**config.mk**
```make
export PLATFORM = sky130hd
export DESIGN_NAME = prio_level_intc
export DESIGN_NICKNAME = d
export VERILOG_FILES = /design/src/rtl/intc_pkg.sv /design/src/rtl/intc_state.sv /design/src/rtl/intc_pick.sv /design/src/rtl/prio_level_intc.sv
export SDC_FILE = /design/constraint.sdc
export NUM_CORES = 1
export LEC_CHECK = 0
export ABC_CLOCK_PERIOD_IN_PS = 3400
export CAP_MARGIN = 10
export CORE_MARGIN = 3
export CORE_UTILIZATION = 58
export DETAILED_ROUTE_END_ITERATION = 16
export GPL_TIMING_DRIVEN = 0
export HOLD_SLACK_MARGIN = 0.1
export PLACE_DENSITY_LB_ADDON = 0.08
export SYNTH_ARGS = -nofsm -noshare
export SYNTH_HDL_FRONTEND = slang
export SYNTH_SLANG_ARGS = --single-unit
```
**constraint.sdc**
```tcl
create_clock -name clk -period 3.4 [get_ports clk]
set_input_delay 0.68 -clock clk [delete_from_list [all_inputs] [get_ports clk]]
set_output_delay 0.68 -clock clk [all_outputs]
set_load 0.02 [all_outputs]
```
**src/rtl/intc_pkg.sv**
```systemverilog
package intc_pkg;

  localparam logic [15:0] OFS_INFO     = 16'h0004;
  localparam logic [15:0] OFS_WHOAMI   = 16'h2000;
  localparam logic [15:0] OFS_EVENT    = 16'h2004;
  localparam logic [15:0] OFS_TARGET   = 16'h3000;
  localparam logic [15:0] OFS_SW_SET   = 16'h4000;
  localparam logic [15:0] OFS_SW_CLR   = 16'h4080;
  localparam logic [15:0] OFS_MASK_SET = 16'h4100;
  localparam logic [15:0] OFS_MASK_CLR = 16'h4180;

  localparam logic [15:0] EVT_KIND_HW = 16'd1;

  typedef struct packed {
    logic [15:0] kind;
    logic [15:0] num;
  } evt_word_t;

  // Build the event word for a delivered hardware line.
  function automatic evt_word_t make_hw_event(input logic [15:0] line);
    evt_word_t w;
    w.kind = EVT_KIND_HW;
    w.num  = line;
    return w;
  endfunction

  // Word-aligned address inside [base, base + 4*nwords).
  function automatic logic in_window(input logic [15:0] addr,
                                     input logic [15:0] base,
                                     input int unsigned nwords);
    int unsigned a;
    int unsigned b;
    a = 32'(addr);
    b = 32'(base);
    return (a >= b) && (a < b + 4 * nwords) && (addr[1:0] == 2'b00);
  endfunction

  // Word number of an address inside a window.
  function automatic int unsigned word_of(input logic [15:0] addr,
                                          input logic [15:0] base);
    return (32'(addr) - 32'(base)) >> 2;
  endfunction

endpackage

```
**src/rtl/intc_state.sv**
```systemverilog
module intc_state
  import intc_pkg::*;
#(
  parameter int NUM_LINES = 64,
  parameter int NUM_CPUS  = 4,
  localparam int IDX_W    = (NUM_LINES > 1) ? $clog2(NUM_LINES) : 1
) (
  input  logic                                 clk,
  input  logic                                 rst_n,
  input  logic                                 wr_en,
  input  logic [15:0]                          wr_addr,
  input  logic [31:0]                          wr_data,
  input  logic                                 ack_en,
  input  logic [IDX_W-1:0]                     ack_idx,
  output logic [NUM_LINES-1:0]                 mask_o,
  output logic [NUM_LINES-1:0]                 sw_o,
  output logic [NUM_LINES-1:0][NUM_CPUS-1:0]   target_o
);

  logic [NUM_LINES-1:0] mask_q, sw_q;
  logic [NUM_LINES-1:0] mask_set, mask_clr, sw_set, sw_clr, ack_vec;

  // Per-line set/clear strobes from the word-organised write registers.
  always_comb begin
    mask_set = '0;
    mask_clr = '0;
    sw_set   = '0;
    sw_clr   = '0;
    for (int n = 0; n < NUM_LINES; n++) begin
      if (wr_en && wr_data[n % 32]) begin
        if (wr_addr == 16'(32'(OFS_MASK_SET) + 4 * (n / 32))) mask_set[n] = 1'b1;
        if (wr_addr == 16'(32'(OFS_MASK_CLR) + 4 * (n / 32))) mask_clr[n] = 1'b1;
        if (wr_addr == 16'(32'(OFS_SW_SET)   + 4 * (n / 32))) sw_set[n]   = 1'b1;
        if (wr_addr == 16'(32'(OFS_SW_CLR)   + 4 * (n / 32))) sw_clr[n]   = 1'b1;
      end
    end
  end

  // Auto-acknowledge: one-hot mask set for the delivered line.
  always_comb begin
    ack_vec = '0;
    if (ack_en) ack_vec[ack_idx] = 1'b1;
  end

  always_ff @(posedge clk or negedge rst_n) begin
    if (!rst_n) begin
      mask_q <= '1;
      sw_q   <= '0;
    end else begin
      mask_q <= (mask_q | mask_set | ack_vec) & ~mask_clr;
      sw_q   <= (sw_q | sw_set) & ~sw_clr;
    end
  end

  // One target register per line, reset to CPU 0.
  for (genvar n = 0; n < NUM_LINES; n++) begin : g_target
    logic [NUM_CPUS-1:0] tgt_q;
    always_ff @(posedge clk or negedge rst_n) begin
      if (!rst_n)
        tgt_q <= NUM_CPUS'(1);
      else if (wr_en && wr_addr == 16'(32'(OFS_TARGET) + 4 * n))
        tgt_q <= wr_data[NUM_CPUS-1:0];
    end
    assign target_o[n] = tgt_q;
  end

  assign mask_o = mask_q;
  assign sw_o   = sw_q;


  ack_masks_line_chk: assert property (@(posedge clk) disable iff (!rst_n)
    ack_en |=> mask_q[$past(ack_idx)]);


  mask_clear_needs_write_chk: assert property (@(posedge clk) disable iff (!rst_n)
    !wr_en |=> (($past(mask_q) & ~mask_q) == '0));

endmodule

```
**src/rtl/intc_pick.sv**
```systemverilog
module intc_pick #(
  parameter int NUM_LINES = 64,
  localparam int IDX_W    = (NUM_LINES > 1) ? $clog2(NUM_LINES) : 1
) (
  input  logic [NUM_LINES-1:0] cand_i,
  output logic                 hit_o,
  output logic [IDX_W-1:0]     idx_o
);

  // Lowest set position; scanning downward lets the lowest one win.
  function automatic logic [IDX_W-1:0] lowest_set(input logic [NUM_LINES-1:0] v);
    logic [IDX_W-1:0] r;
    r = '0;
    for (int i = NUM_LINES - 1; i >= 0; i--)
      if (v[i]) r = IDX_W'(i);
    return r;
  endfunction

  assign hit_o = |cand_i;
  assign idx_o = lowest_set(cand_i);

endmodule

```
**src/rtl/prio_level_intc.sv**
```systemverilog
module prio_level_intc
  import intc_pkg::*;
#(
  parameter int NUM_LINES = 64,
  parameter int NUM_CPUS  = 4,
  localparam int CPU_W    = (NUM_CPUS > 1) ? $clog2(NUM_CPUS) : 1,
  localparam int IDX_W    = (NUM_LINES > 1) ? $clog2(NUM_LINES) : 1,
  localparam int NUM_WORDS = (NUM_LINES + 31) / 32
) (
  input  logic                 clk,
  input  logic                 rst_n,
  input  logic [NUM_LINES-1:0] hw_irq_i,
  input  logic                 bus_valid_i,
  input  logic                 bus_write_i,
  input  logic [CPU_W-1:0]     bus_cpu_i,
  input  logic [15:0]          bus_addr_i,
  input  logic [31:0]          bus_wdata_i,
  output logic [31:0]          bus_rdata_o,
  output logic [NUM_CPUS-1:0]  irq_o
);

  localparam logic [NUM_LINES-1:0] LINE_ONE = NUM_LINES'(1);

  logic [NUM_LINES-1:0]               mask_w, sw_w, raw_w;
  logic [NUM_LINES-1:0][NUM_CPUS-1:0] tgt_w;
  logic [NUM_CPUS-1:0][NUM_LINES-1:0] cand_w;
  logic [NUM_CPUS-1:0]                pick_hit;
  logic [NUM_CPUS-1:0][IDX_W-1:0]     pick_idx;

  // Named bus events.
  logic wr_en, rd_en, evt_rd, cpu_ok, sel_hit, ack_en;
  logic [IDX_W-1:0] sel_idx;
  logic [31:0] rd_value, rdata_q;

  assign wr_en  = bus_valid_i && bus_write_i;
  assign rd_en  = bus_valid_i && !bus_write_i;
  assign evt_rd = rd_en && (bus_addr_i == OFS_EVENT);
  assign cpu_ok = 32'(bus_cpu_i) < NUM_CPUS;

  intc_state #(
    .NUM_LINES(NUM_LINES),
    .NUM_CPUS (NUM_CPUS)
  ) u_state (
    .clk     (clk),
    .rst_n   (rst_n),
    .wr_en   (wr_en),
    .wr_addr (bus_addr_i),
    .wr_data (bus_wdata_i),
    .ack_en  (ack_en),
    .ack_idx (sel_idx),
    .mask_o  (mask_w),
    .sw_o    (sw_w),
    .target_o(tgt_w)
  );

  assign raw_w = hw_irq_i | sw_w;

  for (genvar c = 0; c < NUM_CPUS; c++) begin : g_cpu
    for (genvar n = 0; n < NUM_LINES; n++) begin : g_line
      assign cand_w[c][n] = raw_w[n] & ~mask_w[n] & tgt_w[n][c];
    end

    intc_pick #(.NUM_LINES(NUM_LINES)) u_pick (
      .cand_i(cand_w[c]),
      .hit_o (pick_hit[c]),
      .idx_o (pick_idx[c])
    );

    assign irq_o[c] = pick_hit[c];


    pick_lowest_chk: assert property (@(posedge clk) disable iff (!rst_n)
      pick_hit[c] |-> (cand_w[c][pick_idx[c]] &&
                       ((cand_w[c] & ((LINE_ONE << pick_idx[c]) - LINE_ONE)) == '0)));
  end

  assign sel_hit = cpu_ok && pick_hit[bus_cpu_i];
  assign sel_idx = pick_idx[bus_cpu_i];
  assign ack_en  = evt_rd && sel_hit;

  // Gather one 32-bit word of a per-line vector.
  function automatic logic [31:0] word_slice(input logic [NUM_LINES-1:0] v,
                                             input int unsigned w);
    logic [31:0] r;
    r = '0;
    for (int n = 0; n < NUM_LINES; n++)
      if (n / 32 == int'(w)) r[n % 32] = v[n];
    return r;
  endfunction

  always_comb begin
    rd_value = '0;
    if (bus_addr_i == OFS_INFO) begin
      rd_value[15:0] = 16'(NUM_LINES);
    end else if (bus_addr_i == OFS_WHOAMI) begin
      rd_value = 32'(bus_cpu_i);
    end else if (bus_addr_i == OFS_EVENT) begin
      if (sel_hit) rd_value = make_hw_event(16'(sel_idx));
    end else if (in_window(bus_addr_i, OFS_TARGET, NUM_LINES)) begin
      for (int n = 0; n < NUM_LINES; n++)
        if (n == int'(word_of(bus_addr_i, OFS_TARGET)))
          rd_value[NUM_CPUS-1:0] = tgt_w[n];
    end else if (in_window(bus_addr_i, OFS_SW_SET, NUM_WORDS)) begin
      rd_value = word_slice(sw_w, word_of(bus_addr_i, OFS_SW_SET));
    end else if (in_window(bus_addr_i, OFS_SW_CLR, NUM_WORDS)) begin
      rd_value = word_slice(sw_w, word_of(bus_addr_i, OFS_SW_CLR));
    end else if (in_window(bus_addr_i, OFS_MASK_SET, NUM_WORDS)) begin
      rd_value = word_slice(mask_w, word_of(bus_addr_i, OFS_MASK_SET));
    end else if (in_window(bus_addr_i, OFS_MASK_CLR, NUM_WORDS)) begin
      rd_value = word_slice(mask_w, word_of(bus_addr_i, OFS_MASK_CLR));
    end
  end

  always_ff @(posedge clk or negedge rst_n) begin
    if (!rst_n)     rdata_q <= '0;
    else if (rd_en) rdata_q <= rd_value;
  end

  assign bus_rdata_o = rdata_q;


  evt_kind_chk: assert property (@(posedge clk) disable iff (!rst_n)
    (evt_rd && cpu_ok && irq_o[bus_cpu_i]) |=> (bus_rdata_o[31:16] == EVT_KIND_HW));


  evt_empty_chk: assert property (@(posedge clk) disable iff (!rst_n)
    (evt_rd && cpu_ok && !irq_o[bus_cpu_i]) |=> (bus_rdata_o == '0 && $stable(mask_w)));


  passive_read_chk: assert property (@(posedge clk) disable iff (!rst_n)
    (rd_en && bus_addr_i != OFS_EVENT) |=> ($stable(mask_w) && $stable(sw_w) && $stable(tgt_w)));

endmodule

```
==> results of run 1 <==
## routing by layer
layer	GRT usage, %	overflow
met4	60.5	67
met5	13.9	0
met3	51.5	1
met1	73.5	1
met2	86.5	65
## metrics by stage
| stage | area, µm² | utilization [%] | hold WS [ns] | instances |
|---|---|---|---|---|
| after floorplan | 28500 | - | 0.384 | 3188 |
| after global placement | 30800 | 63.9 | 0.462 | 3995 |
| after detailed placement | 30900 | 64.2 | 0.464 | 4002 |
| after CTS | 36500 | 75.8 | 0.478 | 4231 |
## synthesized netlist by cell type (57+ instances only)
cell type	instances
nor3_1	57
clkbuf_1	209
dfstp_2	128
a22oi_1	276
a21oi_1	298
nand3_1	64
o22ai_1	77
mux2_2	265
nor2_1	162
dfrtp_1	288
o21ai_0	104
nand2_1	366
nand4_1	80
## logic make-up after synthesis
kind of cell,after synthesis
AO/OA/AOI/OAI,1226
AND/OR/NAND/NOR,944
flip-flops,416
buffers and inverters,305
multiplexers,292
adder cells (fa/ha/maj),3
XOR/XNOR,2
## repair_timing
action | in CTS
resized for setup | 671
pin swaps | 192
cloned | 4
endpoints found under the setup margin | 417
setup buffers | 197
hold endpoints to repair | 34
hold buffers | 1
==> run metrics, run 1 <==
result of the run=stopped before the end; stage where the flow stopped=global routing; first reported error=[ERROR GRT-0116] Global routing finished with congestion. Check the congestion regions in the DRC Viewer.; count of state elements after synthesis=approximately 420; width of the die=roughly 230 µm; H-tree Lvls=2; initial cell density of the core=59.1%; total congestion overflow=approximately 130; number of instances in the synthesized netlist=roughly 3,200; number of enable-type register cells in the synthesized netlist=0; Async S/R FF share, synth=100%; sequential share of the synthesized area=37.2%; routability-driven placement congestion ratio=roughly 1.4; synthesis warning total=0; average instance area after synthesis=slightly below 9 µm²; post-synthesis share of cell area spent on full adders, half adders and majority gates=less than 1%; TritonCTS buffer count=between 40 and 50; maximum clock path buffer count=3; compound-cell area share of the yosys netlist=a little under a third; synthesized-area fraction occupied by and/or/nand/nor cells=between 10% and 20%; share of synthesized area spent on multiplexers=between 10% and 20%; number of port buffers=between 150 and 200; prevailing post-synth register cell=dfrtp_1; syn_nets=about 3,300; Placement Rows=80; main combinational cell family by area after synthesis=compound AO/OA/AOI/OAI gates; total half-perimeter wirelength after legalization and detailed placement=approximately 120 mm; number of library cell types mapped by synthesis=97; pin count of the biggest net entering global routing=between 100 and 150; vias in the first global route=around 36,000; global-route wire length before repair=around 260 mm; area fraction of the dominant cell type after synthesis=25.3%; worst slack, placed=-2.60 ns; synthesized-area fraction occupied by xor and xnor cells=0.0616%; total number of clock tree sinks=roughly 420; Area contributors post-synth=dfrtp_1 25%, dfstp_2 12%, mux2_2 10%; buffer type at the clock tree root=clkbuf_16; area of the mapped netlist=28,500 µm²; y dimension of the die=~230 µm; top-level I/O count=approximately 150; cell type with the highest aggregate area in the netlist=dfrtp_1; overall global routing resource usage=between 60% and 70%
==> inputs of run 2 (changes only) <==
- CORE_UTILIZATION: 58 -> 40
- HOLD_SLACK_MARGIN: 0.1 -> default
- PLACE_DENSITY_LB_ADDON: 0.08 -> 0.15
==> run metrics, run 2 <==
result of the run=complete, but fails checks (was stopped before the end); violated checks=setup timing; cell type with the highest aggregate area in the netlist=dfrtp_1 (unchanged); worst supply voltage drop on vdd=~0.38 mV; via count=34,500; average instance area after synthesis=8.92 µm² (unchanged); top-level I/O count=154 (unchanged); worst skew pair latency=between 0.6 and 0.7 ns; number of enable-type register cells in the synthesized netlist=0 (unchanged); synthesized-area fraction occupied by and/or/nand/nor cells=16.1% (unchanged); worst slack, placed=-3.86 ns (was -2.60 ns); total half-perimeter wirelength after legalization and detailed placement=147 mm (was 120 mm); Total Nets Final=3,736; Final Worst Setup Slack=-0.803 ns; time the worst path needs with I/O delays and setup=between 4 and 5 ns; compound-cell area share of the yosys netlist=30.4% (unchanged); H-tree Lvls=2 (unchanged); synthesis warning total=0 (unchanged); ANT nets after route=0; number of port buffers=151 (unchanged); number of library cell types mapped by synthesis=97 (unchanged); final hold violations=0; routability-driven placement congestion ratio=1.26 (was 1.36); count of final setup violators=between 100 and 150; Syn-to-layout area delta=36.6%; library cell appearing most often on the critical path=buf_6; number of instances in the synthesized netlist=3,188 (unchanged); Sequential Area=between 10,000 and 15,000 µm²; portion of total power attributed to the clock network=between 40 and 50%; critical path startpoint category=register; highest-count cells in the layout ignoring fill and taps=333 x nand2_1, 285 x dfrtp_1, 270 x a21oi_1; area fraction of the dominant cell type after synthesis=25.3% (unchanged); Multi-input gate area=between 15,000 and 20,000 µm²; share of layout cells above drive strength 1=roughly two fifths; kind of cell adding the most delay to the critical path=compound AO/OA/AOI/OAI gates; area of the mapped netlist=28,500 µm² (unchanged); leakage power=~16 nW; sw frac=around 30%; most common library cell in the layout ignoring fill and taps=nand2_1; vias in the first global route=approximately 33,000; buffering stage count on the worst path with inverters included=2; sequential share of the synthesized area=37.2% (unchanged); combinational power share=between 10% and 20%; syn_nets=3,309 (unchanged); worst min-delay path class=primary input to async pin; synthesized-area fraction occupied by xor and xnor cells=0.0616% (unchanged); dominant cell by count in the synthesized netlist=nand2_1 (unchanged); prevailing post-synth register cell=dfrtp_1 (unchanged); share of synthesized area spent on multiplexers=11.7% (unchanged); critical setup path kind=register to register; number of DRC markers in iteration 0=approximately 6,300; launch point of the worst reg-to-reg path=u_state.mask_o[63]$_DFF_PN1_; Critical-path top delay cell=dfstp_2; fill count=between 6,000 and 7,000; total routed wirelength=around 200 mm; post-synthesis share of cell area spent on full adders, half adders and majority gates=0.132% (unchanged); Setup TNS Final=-32.82 ns; Sw Pwr=3.86 mW; Placed Instances=4,296 (was 4,002); Worst Skew=0.0334 ns; transition time at the pin with the least slew margin=1.36 ns; width of the die=273 µm (was 227 µm); y dimension of the die=273 µm (was 227 µm); Async S/R FF share, synth=100% (unchanged); total congestion overflow=0; maximum clock path buffer count=3 (unchanged); Slew HR=~9%; cell area after placement=31,400 µm² (was 30,900 µm²); unrepaired setup endpoints after global routing=yes; clock-pin slew reported for the worst setup and hold paths after clock tree synthesis=0.06 ns; Crit Reg-Reg Endpoint=u_state.mask_o[24]$_DFF_PN1_; Largest register FFs=roughly 260; Via density=7.48; clock tree from TritonCTS=built; initial cell density of the core=40.5% (was 59.1%); endpoint kind of the worst setup timing path=register; count of state elements after synthesis=416 (unchanged); internal power consumption=9.15 mW; sequential group share of total power=between 30% and 40%; total power consumption of the routed design=about 13 mW; total die area=roughly 74,000 µm²; wire per inst=around 43 µm; Req. time, crit path=~4.0 ns; largest reg by FF count=u_state.g_target.tgt_q; FMAX=approximately 240 MHz; pin count of the biggest net entering global routing=between 100 and 150; number of antenna violations at the first check in global routing=16; buffer type at the clock tree root=clkbuf_16 (unchanged); post-route insts no fill=4,609; total number of clock tree sinks=416 (unchanged); slack of the worst reg-to-reg path=-0.80 ns; most instantiated cells after synthesis=366 x nand2_1, 298 x a21oi_1, 288 x dfrtp_1, 276 x a22oi_1, 265 x mux2_2 (unchanged); CP arrival=between 4 and 5 ns; crit-path max cell delay=0.54 ns; number of max-slew violations in the final report=0; Placement Rows=97 (was 80); total power density per cell area=335 nW/µm²; critical path cell sequence=o21ba_2 -> buf_6 -> a22o_1 -> o211ai_1 -> a211oi_2 -> o311ai_2 -> o2111ai_2 -> o22a_4 -> nor3_4 -> buf_6 -> nand4_1 -> a22oi_1; Non-Filler Cell Area, Final=a little under 40,000 µm²; CP Depth=12; Max FO, Critical Path=10; Final period util=124%; overall global routing resource usage=51.2%; TritonCTS buffer count=50 (was 47); global-route wire length before repair=approximately 270 mm; Area contributors post-synth=dfrtp_1 25%, dfstp_2 12%, mux2_2 10% (unchanged); # DRC=0; main combinational cell family by area after synthesis=compound AO/OA/AOI/OAI gates (unchanged); DR pass1 iterations=8; floorplan core area=approximately 70,000 µm²; max-cap violations=0; worst r2r path cells=12
run 2: worst max-delay path by stage:
stage               slack (ns)                    startpoint                                         to
finish                   -0.80  u_state.mask_o[63]$_DFF_PN1_               u_state.mask_o[24]$_DFF_PN1_
global route             -0.60  u_state.mask_o[62]$_DFF_PN1_               u_state.mask_o[24]$_DFF_PN1_
floorplan                 0.21                 bus_addr_i[4]               u_state.mask_o[58]$_DFF_PN1_
CTS                      -0.41  u_state.mask_o[43]$_DFF_PN1_                                   irq_o[1]
global placement        -16.45                         rst_n  u_state.g_target[13].tgt_q[1]$_DFFE_PN0P_
detailed placement       -3.86                 bus_addr_i[2]                 bus_rdata_o[1]$_DFFE_PN0P_
run 2: through the flow:
step                util [%]  hold WS, ns
global route            55.3       0.0852
detailed placement      44.7        0.463
global placement        44.3        0.460
CTS                     53.4       0.0634
finish                  55.3      0.00912
floorplan                  -        0.384
run 2: cells by family (layout without fill, tap and decap cells):
| logic type | Yosys count | count (layout) |
|---|---|---|
| compound gates | 1226 | 1226 |
| simple gates | 944 | 944 |
| buf+inv | 305 | 773 |
| xor+xnor | 2 | 2 |
| flops | 416 | 416 |
| fa+ha+maj | 3 | 3 |
| other cells | 0 | 13 |
| mux | 292 | 292 |
run 2: power by group through the flow:
stage / combinational, mW / clock [mW] / sequential, mW
3_3_place_gp: 1.37 / 0 / 5.05
2_1_floorplan: 0.521 / 0 / 5.05
4_1_cts: 1.66 / 6.11 / 4.96
6_report: 1.88 / 6.17 / 4.96
3_5_place_dp: 1.40 / 0 / 5.05
5_1_grt: 1.87 / 6.30 / 4.96
run 2: area by class of cell:
type	instances	share of cell area (%)
clock inverter	26	1.04
clock buffer	67	3.64
sequential	416	27.2
timing repair buffer	430	10.4
buffer	230	3.85
multi-input combinational	2467	50.5
tap	940	3.03
antenna	13	0.0837
inverter	20	0.213
run 2: per-layer routing:
| layer | wire length (µm) | GRT usage (%) | vias to the layer above |
|---|---|---|---|
| li1 | - | - | 13200 |
| met1 | 66900 | 58.6 | 16900 |
| met2 | 80200 | 74.6 | 3360 |
| met3 | 26200 | 19.7 | 1054 |
| met4 | 23000 | 44.3 | 6 |
| met5 | 34 | 0.132 | - |
run 2: timing repair:
| item | in CTS | in global routing |
|---|---|---|
| gates resized for setup | 761 | 220 |
| hold buffers | 0 | 0 |
| pin swaps | 215 | 91 |
| buffers inserted | 195 | 68 |
| cloned | 2 | 0 |
| setup endpoints to repair | 415 | 185 |
Power figures use the tool's default switching activity.
